**config.mk**
```make
export PLATFORM = sky130hd
export DESIGN_NAME = flash_cmd_engine
export DESIGN_NICKNAME = d
export VERILOG_FILES = /design/src/rtl/flash_cmd_pkg.sv /design/src/rtl/flash_cmd_ctrl.sv /design/src/rtl/flash_cmd_datapath.sv /design/src/rtl/flash_cmd_engine.sv
export SDC_FILE = /design/constraint.sdc
export NUM_CORES = 1
export LEC_CHECK = 0
export CAP_MARGIN = 40
export CORE_MARGIN = 1.5
export CORE_UTILIZATION = 55
export DETAILED_ROUTE_END_ITERATION = 12
export PLACE_DENSITY = 0.85
export REMOVE_ABC_BUFFERS = 1
export SETUP_SLACK_MARGIN = 0.05
export SYNTH_ARGS = -nofsm -noshare
export SYNTH_HDL_FRONTEND = slang
export SYNTH_SLANG_ARGS = --single-unit
export TNS_END_PERCENT = 5
```
**constraint.sdc**
```tcl
create_clock -name clk -period 9.65 [get_ports clk]
set_input_delay 2.895 -clock clk [delete_from_list [all_inputs] [get_ports clk]]
set_output_delay 2.895 -clock clk [all_outputs]
set_load 0.005 [all_outputs]
```
**src/rtl/flash_cmd_pkg.sv**
```systemverilog
package flash_cmd_pkg;
  localparam int CTRL_W     = 32;
  localparam int BYTE_W     = 8;
  localparam int MAX_BYTES  = 8;
  localparam int IDX_W      = $clog2(MAX_BYTES);
  localparam int DMY_W      = 5;
  localparam int ADR_CNT_W  = 2;
  localparam int DATA_W     = BYTE_W * MAX_BYTES;

  // control word layout (decoded by software, so positions are fixed)
  localparam int OPC_LSB    = 24;
  localparam int RD_EN_BIT  = 23;
  localparam int RD_CNT_LSB = 20;
  localparam int ADR_EN_BIT = 19;
  localparam int ADR_CNT_LSB= 16;
  localparam int WR_EN_BIT  = 15;
  localparam int WR_CNT_LSB = 12;
  localparam int DMY_LSB    = 7;
  localparam int BUSY_BIT   = 1;
  localparam int START_BIT  = 0;

  typedef enum logic [2:0] {
    PH_IDLE, PH_ACQ, PH_OPC, PH_ADR, PH_DMY, PH_WR, PH_RD
  } phase_e;

  typedef enum logic [1:0] {SRC_ZERO, SRC_OPC, SRC_ADR, SRC_WR} src_e;

  typedef struct packed {
    logic             latch;
    logic             load;
    src_e             src;
    logic [IDX_W-1:0] sel;
    logic             sample;
    logic             shift;
    logic             store;
    logic [IDX_W-1:0] storeIdx;
  } dp_strobe_t;
endpackage

```
**src/rtl/flash_cmd_ctrl.sv**
```systemverilog
module flash_cmd_ctrl
  import flash_cmd_pkg::*;
(
  input  logic              clk,
  input  logic              rstN,
  input  logic              ctrlWrEn,
  input  logic [CTRL_W-1:0] ctrlWrData,
  input  logic              bitTick,
  input  logic              csGnt,
  output logic [CTRL_W-1:0] cfgWord,
  output logic              busy,
  output logic              sclk,
  output dp_strobe_t        stb
);
  phase_e            state;
  logic [CTRL_W-1:0] cfg;
  logic              sclkQ;
  logic [2:0]        bitCnt;
  logic [IDX_W-1:0]  byteIdx;
  logic [DMY_W-1:0]  dmyLeft;

  logic                 addrEn, wrEn, rdEn;
  logic [ADR_CNT_W-1:0] addrLast;
  logic [IDX_W-1:0]     wrLast, rdLast, lastIdx;
  logic [DMY_W-1:0]     dmyN;
  logic shifting, rise, fall, unitEnd, phaseEnd, startOk;
  phase_e nxt;

  assign addrEn   = cfg[ADR_EN_BIT];
  assign addrLast = cfg[ADR_CNT_LSB +: ADR_CNT_W];
  assign wrEn     = cfg[WR_EN_BIT];
  assign wrLast   = cfg[WR_CNT_LSB +: IDX_W];
  assign rdEn     = cfg[RD_EN_BIT];
  assign rdLast   = cfg[RD_CNT_LSB +: IDX_W];
  assign dmyN     = cfg[DMY_LSB +: DMY_W];

  assign busy    = (state != PH_IDLE);
  assign sclk    = sclkQ;
  assign cfgWord = cfg;
  assign startOk = ctrlWrEn && ctrlWrData[START_BIT] && (state == PH_IDLE);

  function automatic src_e srcOf(input phase_e p);
    case (p)
      PH_OPC:  srcOf = SRC_OPC;
      PH_ADR:  srcOf = SRC_ADR;
      PH_WR:   srcOf = SRC_WR;
      default: srcOf = SRC_ZERO;
    endcase
  endfunction

  always_comb begin
    // earliest enabled phase after the current one
    nxt = PH_IDLE;
    if (rdEn && (state < PH_RD))            nxt = PH_RD;
    if (wrEn && (state < PH_WR))            nxt = PH_WR;
    if ((dmyN != '0) && (state < PH_DMY))   nxt = PH_DMY;
    if (addrEn && (state < PH_ADR))         nxt = PH_ADR;

    case (state)
      PH_ADR:  lastIdx = IDX_W'(addrLast);
      PH_WR:   lastIdx = wrLast;
      PH_RD:   lastIdx = rdLast;
      default: lastIdx = '0;
    endcase

    shifting = (state == PH_OPC) || (state == PH_ADR) || (state == PH_DMY) ||
               (state == PH_WR)  || (state == PH_RD);
    rise     = shifting && bitTick && !sclkQ;
    fall     = shifting && bitTick && sclkQ;
    unitEnd  = (state == PH_DMY) ? (dmyLeft == DMY_W'(1)) : (bitCnt == 3'd7);
    phaseEnd = (state == PH_DMY) || (byteIdx == lastIdx);

    stb        = '0;
    stb.latch  = startOk;
    stb.sample = rise && (state == PH_RD);
    stb.shift  = fall && !unitEnd && (state != PH_DMY);
    if ((state == PH_ACQ) && csGnt) begin
      stb.load = 1'b1;
      stb.src  = SRC_OPC;
    end
    if (fall && unitEnd) begin
      stb.store    = (state == PH_RD);
      stb.storeIdx = byteIdx;
      if (phaseEnd) begin
        stb.load = (nxt != PH_IDLE);
        stb.src  = srcOf(nxt);
        stb.sel  = (nxt == PH_ADR) ? IDX_W'(addrLast) : '0;
      end else begin
        stb.load = 1'b1;
        stb.src  = srcOf(state);
        stb.sel  = (state == PH_ADR) ? IDX_W'(addrLast) - byteIdx - IDX_W'(1)
                                     : byteIdx + IDX_W'(1);
      end
    end
  end

  always_ff @(posedge clk or negedge rstN) begin
    if (!rstN) begin
      state   <= PH_IDLE;
      cfg     <= '0;
      sclkQ   <= 1'b0;
      bitCnt  <= '0;
      byteIdx <= '0;
      dmyLeft <= '0;
    end else begin
      case (state)
        PH_IDLE: begin
          if (ctrlWrEn) cfg <= {ctrlWrData[CTRL_W-1:2], 2'b00};
          if (startOk)  state <= PH_ACQ;
        end
        PH_ACQ: begin
          if (csGnt) begin
            state   <= PH_OPC;
            bitCnt  <= '0;
            byteIdx <= '0;
            dmyLeft <= dmyN;
          end
        end
        default: begin
          if (rise) sclkQ <= 1'b1;
          if (fall) begin
            sclkQ <= 1'b0;
            if (unitEnd) begin
              bitCnt <= '0;
              if (phaseEnd) begin
                state   <= nxt;
                byteIdx <= '0;
              end else begin
                byteIdx <= byteIdx + IDX_W'(1);
              end
            end else if (state == PH_DMY) begin
              dmyLeft <= dmyLeft - DMY_W'(1);
            end else begin
              bitCnt <= bitCnt + 3'd1;
            end
          end
        end
      endcase
    end
  end


  start_busy_chk: assert property (@(posedge clk) disable iff (!rstN)
    startOk |=> busy);

  idle_clk_low_chk: assert property (@(posedge clk) disable iff (!rstN)
    !busy |-> !sclkQ);

  clk_on_tick_chk: assert property (@(posedge clk) disable iff (!rstN)
    (sclkQ != $past(sclkQ)) |-> $past(bitTick));

  cfg_hold_chk: assert property (@(posedge clk) disable iff (!rstN)
    (busy && $past(busy)) |-> $stable(cfg));
endmodule

```
**src/rtl/flash_cmd_datapath.sv**
```systemverilog
module flash_cmd_datapath
  import flash_cmd_pkg::*;
(
  input  logic              clk,
  input  logic              rstN,
  input  dp_strobe_t        stb,
  input  logic [BYTE_W-1:0] opcode,
  input  logic [CTRL_W-1:0] addrIn,
  input  logic [CTRL_W-1:0] wrLo,
  input  logic [CTRL_W-1:0] wrHi,
  input  logic              sclk,
  input  logic              miso,
  output logic              mosi,
  output logic [DATA_W-1:0] rdData
);
  logic [CTRL_W-1:0] addrQ;
  logic [DATA_W-1:0] wrQ;
  logic [BYTE_W-1:0] txQ, rxQ, loadByte;

  always_comb begin
    case (stb.src)
      SRC_OPC: loadByte = opcode;
      SRC_ADR: loadByte = addrQ[stb.sel[1:0]*BYTE_W +: BYTE_W];
      SRC_WR:  loadByte = wrQ[stb.sel*BYTE_W +: BYTE_W];
      default: loadByte = '0;
    endcase
  end

  assign mosi = txQ[BYTE_W-1];

  always_ff @(posedge clk or negedge rstN) begin
    if (!rstN) begin
      addrQ <= '0;
      wrQ   <= '0;
      txQ   <= '0;
      rxQ   <= '0;
    end else begin
      if (stb.latch) begin
        addrQ <= addrIn;
        wrQ   <= {wrHi, wrLo};
      end
      if (stb.load)       txQ <= loadByte;
      else if (stb.shift) txQ <= {txQ[BYTE_W-2:0], 1'b0};
      if (stb.sample)     rxQ <= {rxQ[BYTE_W-2:0], miso};
    end
  end

  for (genvar lane = 0; lane < MAX_BYTES; lane++) begin : g_rdLane
    always_ff @(posedge clk or negedge rstN) begin
      if (!rstN)                                          rdData[lane*BYTE_W +: BYTE_W] <= '0;
      else if (stb.latch)                                 rdData[lane*BYTE_W +: BYTE_W] <= '0;
      else if (stb.store && (stb.storeIdx == IDX_W'(lane))) rdData[lane*BYTE_W +: BYTE_W] <= rxQ;
    end
  end


  mosi_hold_chk: assert property (@(posedge clk) disable iff (!rstN)
    (sclk && $past(sclk)) |-> $stable(mosi));
endmodule

```
**src/rtl/flash_cmd_engine.sv**
```systemverilog
module flash_cmd_engine
  import flash_cmd_pkg::*;
(
  input  logic        clk,
  input  logic        rstN,
  input  logic        ctrlWrEn,
  input  logic [31:0] ctrlWrData,
  output logic [31:0] ctrlStatus,
  input  logic [31:0] cmdAddr,
  input  logic [31:0] wrDataLo,
  input  logic [31:0] wrDataHi,
  output logic [31:0] rdDataLo,
  output logic [31:0] rdDataHi,
  input  logic        bitTick,
  output logic        csReq,
  input  logic        csGnt,
  output logic        sclk,
  output logic        mosi,
  input  logic        miso
);
  dp_strobe_t        stb;
  logic [CTRL_W-1:0] cfgWord;
  logic              busy;
  logic [DATA_W-1:0] rdData;

  flash_cmd_ctrl u_ctrl (
    .clk(clk), .rstN(rstN), .ctrlWrEn(ctrlWrEn), .ctrlWrData(ctrlWrData),
    .bitTick(bitTick), .csGnt(csGnt), .cfgWord(cfgWord), .busy(busy),
    .sclk(sclk), .stb(stb)
  );

  flash_cmd_datapath u_dp (
    .clk(clk), .rstN(rstN), .stb(stb), .opcode(cfgWord[OPC_LSB +: BYTE_W]),
    .addrIn(cmdAddr), .wrLo(wrDataLo), .wrHi(wrDataHi), .sclk(sclk),
    .miso(miso), .mosi(mosi), .rdData(rdData)
  );

  assign csReq      = busy;
  assign ctrlStatus = {cfgWord[CTRL_W-1:2], busy, 1'b0};
  assign rdDataLo   = rdData[CTRL_W-1:0];
  assign rdDataHi   = rdData[DATA_W-1:CTRL_W];
endmodule

```
==> impl_metrics.csv <==
group,metric,value,unit
global_routing,grt.total_usage,0.286,
global_routing,grt_pass1_vias,8564,
critical_path,critical_path_class,"reg2out",
floorplan,die_w,141,µm
drt,antenna_left,0,
floorplan,io_pins,233,
timing,tns,0,ns
floorplan,fp-row-count,50,
cts,cts_buffers,24,
finish,final_nets,1433,
timing,hold_violations,0,
timing,worstMarginPinSlew,1.02,ns
drt,drt-total-wl,28.5,mm
cts,clock_latency,0.52,ns
timing,fin_ws,4.20,ns
pwr,vdd.ir_drop.worst,0.175,mV
floorplan,die_height,141,µm
drt,vias,8817,
finish,post-route-util,0.739,
floorplan,die_area,19800,µm²
yosys,synth_top_family_by_area,"simple AND/OR/NAND/NOR gates",
floorplan,initial_core_util,0.559,
yosys,synth_top_cell_area_share,0.531,
cts,cts_hold_buffers,0,
place,place_ws,4.04,ns
yosys,yosys-top-cells-count,"nand2_1, dfrtp_1, nor2_1",
drt,drt_iter0_drc,635,
finish,seq_area,5530,µm²
drt,wl_per_cell,18.5,µm
cts,post_cts_resized,0,
yosys,yosys_warnings,0,
finish,multi_input_area,4570,µm²
yosys,yosysMostFrequentCell,"nand2_1",
critical_path,cp_max_fo,29,
timing,fin_skew,0.0146,ns
cts,clock-sinks,221,
floorplan,core-area,18600,µm²
cts,htreeDepth,1,
timing,max_freq,0.183,GHz
place,portBuffers,230,
pwr,powerDensity,261,nW/µm²
yosys,synth-adder-area-share,0.00913,
yosys,synth_mux_area_frac,0.135,
place,place.gp.congestion,0.863,
yosys,avgSynthCellArea,9.62,µm²
finish,nFillCells,1294,
cts,cts_setup_buffers,0,
critical_path,cp_data_required_time,6.76,ns
place,hpwlAfterDp,19.4,mm
yosys,synth_compound_area_frac,0.0769,
job,maxCapViolations,0,
yosys,netlist_top_cells_area,"dfrtp_1, nand2_1, mux2i_1, mux2_2, nor2_1",
run_status,status,"complete, no violations",
yosys,yosys.area.top_type,"dfrtp_1",
timing,min_period,5.45,ns
pwr,p_leak,6.27,nW
finish,drive_gt1_frac,0.102,
cts,root_buffer,"clkbuf_16",
yosys,synth_flop_cell,"dfrtp_1",
yosys,synthesis.area,10400,µm²
drt,drc,0,
drt,avgViaCountPerCell,5.73,
global_routing,grt_pass1_wl,45.0,mm
timing,rsz0062_at_grt,"false",
drt,drt_pass1_iterations,5,
yosys,syn_inst,1083,
timing,slew_headroom,0.320,
critical_path,startpoint_type,"flop",
timing,setup_viol,0,
finish,area_growth,32.3,%
yosys,synth-edff-count,0,
yosys,ys_ff_latch,221,
cts,cts_tree,"built",
worst_hold_path,min_path_type,"reg2reg",
global_routing,grt_max_degree,137,
cts,clkTransAtPathRegs,0.06,ns
critical_path,endpoint_kind,"output pin",
timing,finalMaxSlewViolations,0,
cts,cts_buffer_depth,3,
timing,min_period_over_period,0.565,
yosys,ys_seq_area_frac,0.531,
yosys,synth-simple-area-share,0.213,
yosys,synthXorXnorAreaFrac,0.00168,
global_routing,antenna_found_initial,1,
critical_path,arrival,2.56,ns
yosys,postSynth.asyncResetShare,1.00,
global_routing,overflow,0,
yosys,synth.lib_cells_used.distinct,63,
metrics by stage:
step           cells  area (µm²)  hold slack (ns)  power (W)
5_1_grt         1540       13800            0.490    0.00379
2_1_floorplan   1012       10100            0.437    0.00218
3_3_place_gp    1487       12800            0.454    0.00262
4_1_cts         1538       13800            0.474    0.00360
6_report        1540       13800            0.469    0.00359
3_5_place_dp    1499       13000            0.459    0.00270
layout make-up:
| type | count | area share |
|---|---|---|
| timing repair buffer | 254 | 0.187 |
| antenna | 1 | 0.000182 |
| clock buffer | 34 | 0.0507 |
| multi-input combinational | 778 | 0.332 |
| sequential | 221 | 0.401 |
| clock inverter | 5 | 0.00472 |
| inverter | 13 | 0.00354 |
| tap | 234 | 0.0213 |
cells by family after synthesis:
family,count (synthesis)
muxes,130
xor gates and xnor gates,2
other,1
AOI/OAI and AO/OA,117
adders and majority gates,7
buffers and inverters,84
DFF,221
and+or+nand+nor,521
critical path, stage by stage, from the launching register on:
cell	delay, ns
dfrtp_1	0.87
inv_1	0.33
nand3_1	0.28
clkdlybuf4s50_1	0.55
sequential cells by signal, indices dropped and copies added, names as in the netlist:
| name | cells |
|---|---|
| u_dp.rdData | 64 |
| u_ctrl.sclk | 1 |
| u_dp.rxQ | 8 |
| u_dp.wrQ | 64 |
| u_dp.addrQ | 32 |
| u_ctrl.byteIdx | 3 |
| u_ctrl.bitCnt | 3 |
| u_ctrl.state | 3 |
| u_dp.txQ | 8 |
| u_ctrl.dmyLeft | 5 |
| u_ctrl.cfgWord | 30 |
layer usage:
layer  vias up  track usage  routed length, µm
li1       4066            -                  -
met1      4363        0.380              11600
met2       324        0.480              14100
met3        64       0.0499               1800
met4         0       0.0965                892
met5         -            0                  0
power breakdown:
part | internal [W] | total (W) | switching, W
registers | 0.00124 | 0.00149 | 0.000255
logic | 0.000586 | 0.00121 | 0.000623
clock network | 0.000527 | 0.000887 | 0.000360
final timing paths:
kind	start	end	slack [ns]	depth (start not counted)
min in group asynchronous	rstN	u_ctrl.cfgWord[21]	2.51	1
max	u_ctrl.state[1]	ctrlStatus[1]	4.20	3
min	u_dp.wrQ[16]	u_dp.wrQ[16]	0.47	2
max in group asynchronous	rstN	u_dp.wrQ[5]	5.85	3
min reg2reg	u_dp.wrQ[16]	u_dp.wrQ[16]	0.47	2
max reg2reg	u_ctrl.state[1]	u_dp.txQ[0]	5.00	10
cell usage in the layout, fill, tap and decap left out, drive strengths merged, types with 3 or more instances in the layout:
cell type,Yosys,layout
nand2,340,340
clkdlybuf4s50,0,229
dfrtp,221,221
nor2,103,103
mux2i,76,76
mux2,51,51
clkbuf,56,34
o21ai,33,33
buf,15,25
a21oi,24,24
nor3,17,17
inv,13,14
nand3,11,11
nand4,8,8
and4b,8,8
nand2b,7,7
o2bb2ai,7,7
o32ai,7,7
a311o,7,7
o211ai,7,7
ha,6,6
a211oi,5,5
nor4,5,5
o31ai,4,4
a21o,3,3
or4,3,3
a22o,3,3
and3,3,3
a211o,3,3
mux4,3,3
nor3b,3,3
clkinv,0,3
nor4b,3,3
Note: power is estimated with default switching activity, not from simulation.
